$ cat src/rtl/irq_select_pkg.sv
package irq_select_pkg;

  typedef enum logic [1:0] {
    PRIV_USER  = 2'd0,
    PRIV_SUPER = 2'd1,
    PRIV_RSVD  = 2'd2,
    PRIV_MACH  = 2'd3
  } privT;

  // Strobes passed from the gate control to the selection datapath.
  typedef struct packed {
    logic machineOk;  // non-delegated bits may be taken
    logic superOk;    // delegated bits may be taken
    logic hostOk;     // host bits may be taken while a guest runs
    logic virtOn;     // guest mode selects the host-first path
  } gateT;

endpackage

$ cat src/rtl/irq_select_gate.sv
module irq_select_gate
  import irq_select_pkg::*;
(
  input  logic [1:0] privLevel,
  input  logic       machineIe,
  input  logic       superIe,
  input  logic       hostIe,
  input  logic       virtOn,
  output gateT       gate
);

  privT priv;

  always_comb begin
    priv = privT'(privLevel);
    // Machine-level bits open below machine or with the global machine enable.
    gate.machineOk = (priv != PRIV_MACH) || machineIe;
    // Supervisor-level bits open in user mode or in supervisor with its enable.
    gate.superOk   = (priv == PRIV_USER) || ((priv == PRIV_SUPER) && superIe);
    // Host bits in guest mode use the host copy of the supervisor enable.
    gate.hostOk    = (priv == PRIV_USER) || ((priv == PRIV_SUPER) && hostIe);
    gate.virtOn    = virtOn;
  end

endmodule

$ cat src/rtl/irq_select_prio.sv
module irq_select_prio #(
  parameter int unsigned WIDTH = 32,
  localparam int unsigned IDX_W = (WIDTH > 1) ? $clog2(WIDTH) : 1
) (
  input  logic [WIDTH-1:0] vec,
  output logic             hit,
  output logic [IDX_W-1:0] idx
);

  // Scan from the top down so the lowest set bit is written last.
  always_comb begin
    hit = |vec;
    idx = '0;
    for (int i = WIDTH - 1; i >= 0; i--) begin
      if (vec[i]) idx = IDX_W'(i);
    end
  end

endmodule

$ cat src/rtl/irq_select_path.sv
module irq_select_path
  import irq_select_pkg::*;
#(
  parameter int unsigned WIDTH = 32,
  parameter logic [WIDTH-1:0] GUEST_MASK = WIDTH'(12'h444),
  localparam int unsigned IDX_W = (WIDTH > 1) ? $clog2(WIDTH) : 1
) (
  input  logic             clk,
  input  logic             rst,
  input  logic [WIDTH-1:0] pending,
  input  logic [WIDTH-1:0] enable,
  input  logic [WIDTH-1:0] delegMask,
  input  gateT             gate,
  output logic             irqValid,
  output logic [IDX_W-1:0] irqIndex,
  output logic             forceHost
);

  logic [WIDTH-1:0] candidates;
  logic [WIDTH-1:0] hostBits;
  logic [WIDTH-1:0] guestShifted;
  logic [WIDTH-1:0] hostHits;
  logic [WIDTH-1:0] baseSet;
  logic [WIDTH-1:0] qualified;
  logic [WIDTH-1:0] finalSet;
  logic             useHost;
  logic             selHit;
  logic [IDX_W-1:0] selIdx;

  always_comb begin
    candidates   = pending & enable;
    hostBits     = candidates & ~GUEST_MASK;
    guestShifted = (candidates & GUEST_MASK) >> 1;
    hostHits     = hostBits & {WIDTH{gate.hostOk}};
    useHost      = gate.virtOn && (|hostHits);
    baseSet      = gate.virtOn ? guestShifted : hostBits;
    qualified    = (baseSet & ~delegMask & {WIDTH{gate.machineOk}})
                 | (baseSet &  delegMask & {WIDTH{gate.superOk}});
    finalSet     = useHost ? hostHits : qualified;
  end

  irq_select_prio #(.WIDTH(WIDTH)) u_prio (
    .vec (finalSet),
    .hit (selHit),
    .idx (selIdx)
  );

  always_ff @(posedge clk) begin
    if (rst) begin
      irqValid  <= 1'b0;
      irqIndex  <= '0;
      forceHost <= 1'b0;
    end else begin
      irqValid  <= selHit;
      irqIndex  <= selIdx;
      forceHost <= useHost;
    end
  end

  // reset leaves no interrupt and no force flag
  a_r1_reset_clears: assert property (@(posedge clk)
    rst |=> (!irqValid && !forceHost && irqIndex == '0));

  // the force flag only accompanies a real selection
  a_r8_force_has_valid: assert property (@(posedge clk) disable iff (rst)
    forceHost |-> irqValid);

  // outside guest mode no guest bit is reported and no force is raised
  a_r7_no_guest_index: assert property (@(posedge clk) disable iff (rst)
    !gate.virtOn |=> (!forceHost && !(irqValid && GUEST_MASK[irqIndex])));

  // with every gate closed nothing can be selected
  a_r3_all_gates_closed: assert property (@(posedge clk) disable iff (rst)
    (!gate.machineOk && !gate.superOk && !gate.hostOk) |=> !irqValid);

  // an empty pending vector yields no selection
  a_r6_empty_none: assert property (@(posedge clk) disable iff (rst)
    (pending == '0) |=> (!irqValid && irqIndex == '0));

endmodule

$ cat src/rtl/irq_select.sv
module irq_select
  import irq_select_pkg::*;
(
  input  logic        clk,
  input  logic        rst,
  input  logic [31:0] pending,
  input  logic [31:0] enable,
  input  logic [31:0] delegMask,
  input  logic [1:0]  privLevel,
  input  logic        machineIe,
  input  logic        superIe,
  input  logic        hostIe,
  input  logic        virtOn,
  output logic        irqValid,
  output logic [4:0]  irqIndex,
  output logic        forceHost
);

  gateT gate;

  irq_select_gate u_gate (
    .privLevel (privLevel),
    .machineIe (machineIe),
    .superIe   (superIe),
    .hostIe    (hostIe),
    .virtOn    (virtOn),
    .gate      (gate)
  );

  irq_select_path #(.WIDTH(32)) u_path (
    .clk       (clk),
    .rst       (rst),
    .pending   (pending),
    .enable    (enable),
    .delegMask (delegMask),
    .gate      (gate),
    .irqValid  (irqValid),
    .irqIndex  (irqIndex),
    .forceHost (forceHost)
  );

endmodule

$ cat config.mk
export PLATFORM = sky130hd
export DESIGN_NAME = irq_select
export DESIGN_NICKNAME = d
export VERILOG_FILES = /design/src/rtl/irq_select_pkg.sv /design/src/rtl/irq_select_gate.sv /design/src/rtl/irq_select_prio.sv /design/src/rtl/irq_select_path.sv /design/src/rtl/irq_select.sv
export SDC_FILE = /design/constraint.sdc
export NUM_CORES = 1
export LEC_CHECK = 0
export CAP_MARGIN = 0
export CORE_MARGIN = 3
export CORE_UTILIZATION = 30
export DETAILED_ROUTE_END_ITERATION = 8
export PLACE_DENSITY = 0.74
export SLEW_MARGIN = 20
export SYNTH_ARGS = -nofsm -noshare
export SYNTH_HDL_FRONTEND = slang
export SYNTH_SLANG_ARGS = --single-unit
$ cat constraint.sdc
create_clock -name clk -period 2.3 [get_ports clk]
set_input_delay 0.46 -clock clk [delete_from_list [all_inputs] [get_ports clk]]
set_output_delay 0.46 -clock clk [all_outputs]
set_load 0.03 [all_outputs]
==> results of run 1 <==
-- kinds of logic (layout without fill, tap and decap cells) --
family	after synthesis	after routing	synth area share
buffers and inverters	17	231	0.0479
multiplexers	3	3	0.0200
AND/OR/NAND/NOR	119	119	0.369
AO/OA/AOI/OAI	110	110	0.474
flip-flops	7	7	0.0895
-- through the flow --
stage,hold WS (ns),total power [mW],setup slack (ns),std cells
after floorplan,0.532,0.407,-0.123,256
after global placement,1.08,0.769,-0.769,490
after detailed placement,1.06,0.773,-0.771,490
after CTS,0.839,1.02,-0.145,524
after global routing,0.743,1.23,-0.196,537
final,0.735,1.18,-0.129,537
-- critical path, stage by stage --
cell	delay [ns]
buf_8	0.10
nor2b_4	0.12
or3_4	0.37
buf_6	0.14
a31o_4	0.24
or3b_1	0.38
a21oi_1	0.22
nor4_2	0.10
o41ai_2	0.27
a21boi_1	0.12
-- layout make-up --
class | count | area (µm²) | share of cell area
sequential | 7 | 140 | 0.0350
tap | 67 | 83.8 | 0.0209
timing repair buffer | 223 | 1950 | 0.486
inverter | 4 | 15.0 | 0.00375
multi-input combinational | 232 | 1780 | 0.443
clock buffer | 4 | 45.0 | 0.0112
-- report_power, final --
part           internal (mW)  switching (mW)  total, mW
clock network          0.120          0.0565      0.177
registers              0.135         0.00464      0.140
logic                  0.454           0.407      0.861
-- Yosys cell counts (4+ instances only) --
cell and n:
a21oi_1 21, a31oi_1 5, and2_1 5, clkbuf_1 9
dfxtp_1 7, nand2_1 47, nand3_1 12, nand4_1 7
nor2_1 19, nor2b_1 6, nor3_1 4, nor4_1 5
o211ai_1 15, o21a_1 11, o21ai_0 25
-- layer usage --
layer  vias up  wire, µm  GRT usage
li1       1404         -          -
met1      1459      3790      0.300
met2       237      5160      0.483
met3        70       973     0.0470
met4         0       673     0.0524
met5         -         0          0
-- worst max path at each step --
stage,slack (ns),depth (start not counted),start,end
floorplan,-0.12,9,superIe,u_path.irqIndex[1]
global placement,-0.77,10,privLevel[1],u_path.irqIndex[1]
detailed placement,-0.77,10,privLevel[1],u_path.irqIndex[1]
CTS,-0.14,11,privLevel[0],u_path.irqIndex[1]
global route,-0.20,10,privLevel[0],u_path.irqIndex[0]
finish,-0.13,10,privLevel[0],u_path.irqIndex[0]
-- sequential cells by signal, indices dropped and copies added, names as in the netlist --
register,count
u_path.forceHost,1
u_path.irqIndex,5
u_path.irqValid,1
-- placed cells by master (no fill, tap or decap), types with 10 or more instances in the layout --
| master | instances |
|---|---|
| clkdlybuf4s50_1 | 41 |
| o21a_1 | 10 |
| buf_4 | 100 |
| nor2_1 | 16 |
| dlymetal6s2s_1 | 19 |
| buf_6 | 15 |
| nand2_2 | 19 |
| clkdlybuf4s15_1 | 14 |
| clkbuf_2 | 21 |
| o211ai_1 | 15 |
| nand3_1 | 10 |
| a21oi_1 | 10 |
| nand2_1 | 27 |
| o21ai_0 | 18 |
-- repair_timing --
action	in CTS	in global routing
endpoints found under the setup margin	6	6
setup buffers	30	15
gates resized for setup	124	134
pin swaps	55	55
==> reports/results.ini, run 1 <==
[run_status]
status = complete, but fails checks
violations = negative setup slack

[place]
postPlaceCellArea_mm2 = 0.00322
gp_congestion = 0.870
numPortBuffers = 107
post-dp-hpwl_um = 6280

[cts]
cts_sinks = 7
cts-root-buf = clkbuf_8
clkTransAtPathRegs_ns = 0.04
cts.path.max_buffers = 2
ctsHtreeMaxLevel = 1
cts_tree = yes
cts_inserted_buffers = 3
holdBufCountCts = 0

[global_route]
grt_pass1_vias = 2874
antenna_found_initial = 0
grt_use_total = 0.257
grt_max_degree = 16
grt_pass1_wl_um = 12900
overflow = 0

[layout]
final_area_mm2 = 0.00401
layout-drive-gt1-share = 0.487
utilization = 0.822
n_antenna_cell = 0
nets = 575
n_fill_cell = 286
syn2layout_area_growth_pct = 156

[power_and_ir_drop]
irDropWorstVdd_mv = 0.255
power.density_mw_per_mm2 = 294
p_leak_nw = 1.88

[timing]
max_slew_margin = 0.719
fin_setup_tns_ns = -0.283
finalSetupViolCount = 4
fin_crit_sh = 1.06
finalMaxSlewViolations = 0
fin_crit_ns = 2.43
fmax_ghz = 0.412
rsz0062_at_grt = yes
setup_ws_ns = -0.129
tightest_slew_ns = 0.417
finalHoldViolCount = 0

[routing]
drc_errors = 0
dr.pass1.iters = 5
wl_per_cell_um = 19.7
drt_iter0_markers = 262
drt_wl_total_um = 10600
routed_via_density = 5.90
dr_total_vias = 3170
postRouteAntennaNets = 0

[setup_path]
setup.worst_path.start_class = input pin
cp_data_required_time_ns = 2.41
critical_path_class = input pin to register
endpoint_kind = register
cp_max_fo = 6
crit_arrival_ns = 2.53

[synthesis]
synth_ff_type = dfxtp_1
postSynthAreaPerCell_um2 = 6.12
ys_seq_elements = 7
seq_area_frac_synth = 0.0895
synth_fp_nets = 360
syn_area_mm2 = 0.00157
synth_top_area_frac = 0.113
ys_warn_count = 0
ys_types = 52
async_reset_ff_frac = 0
netlist_instances = 256
synth-edff-count = 0
ys_top_cells_by_area = nand2_1 11%, dfxtp_1 8.9%, o21ai_0 8.0%
synth_top_area_cell = nand2_1

[hold_path]
min_path_cells = 5
min_to = u_path.irqIndex[1]
min_from = enable[7]
hp-class = input pin to register

[job]
cap_violations = 0

[floorplanning]
die-area_mm2 = 0.00612
start_util = 0.321
die_y_um = 78.3
die_x_um = 78.3
pin_count = 111
coreArea_mm2 = 0.00488
rows = 25

(Power assumes the default switching activity.)
==> run 2, diff against run 1 <==
--- a/config.mk
+++ b/config.mk
@@ -5,9 +5,11 @@
 export SDC_FILE = /design/constraint.sdc
 export NUM_CORES = 1
 export LEC_CHECK = 0
+export ABC_CLOCK_PERIOD_IN_PS = 2300
 export CAP_MARGIN = 0
 export CORE_MARGIN = 3
 export CORE_UTILIZATION = 30
+export CTS_CLUSTER_DIAMETER = 30
 export DETAILED_ROUTE_END_ITERATION = 8
 export PLACE_DENSITY = 0.74
 export SLEW_MARGIN = 20
==> results of run 2 <==
Final layout, timing and power as in run 1 (identical DEF).
==> run 3, diff against run 2 <==
--- a/config.mk
+++ b/config.mk
@@ -6,7 +6,7 @@
 export NUM_CORES = 1
 export LEC_CHECK = 0
 export ABC_CLOCK_PERIOD_IN_PS = 2300
-export CAP_MARGIN = 0
+export CAP_MARGIN = 20
 export CORE_MARGIN = 3
 export CORE_UTILIZATION = 30
 export CTS_CLUSTER_DIAMETER = 30
==> results of run 3 <==
Final layout, timing and power as in run 1 (identical DEF).
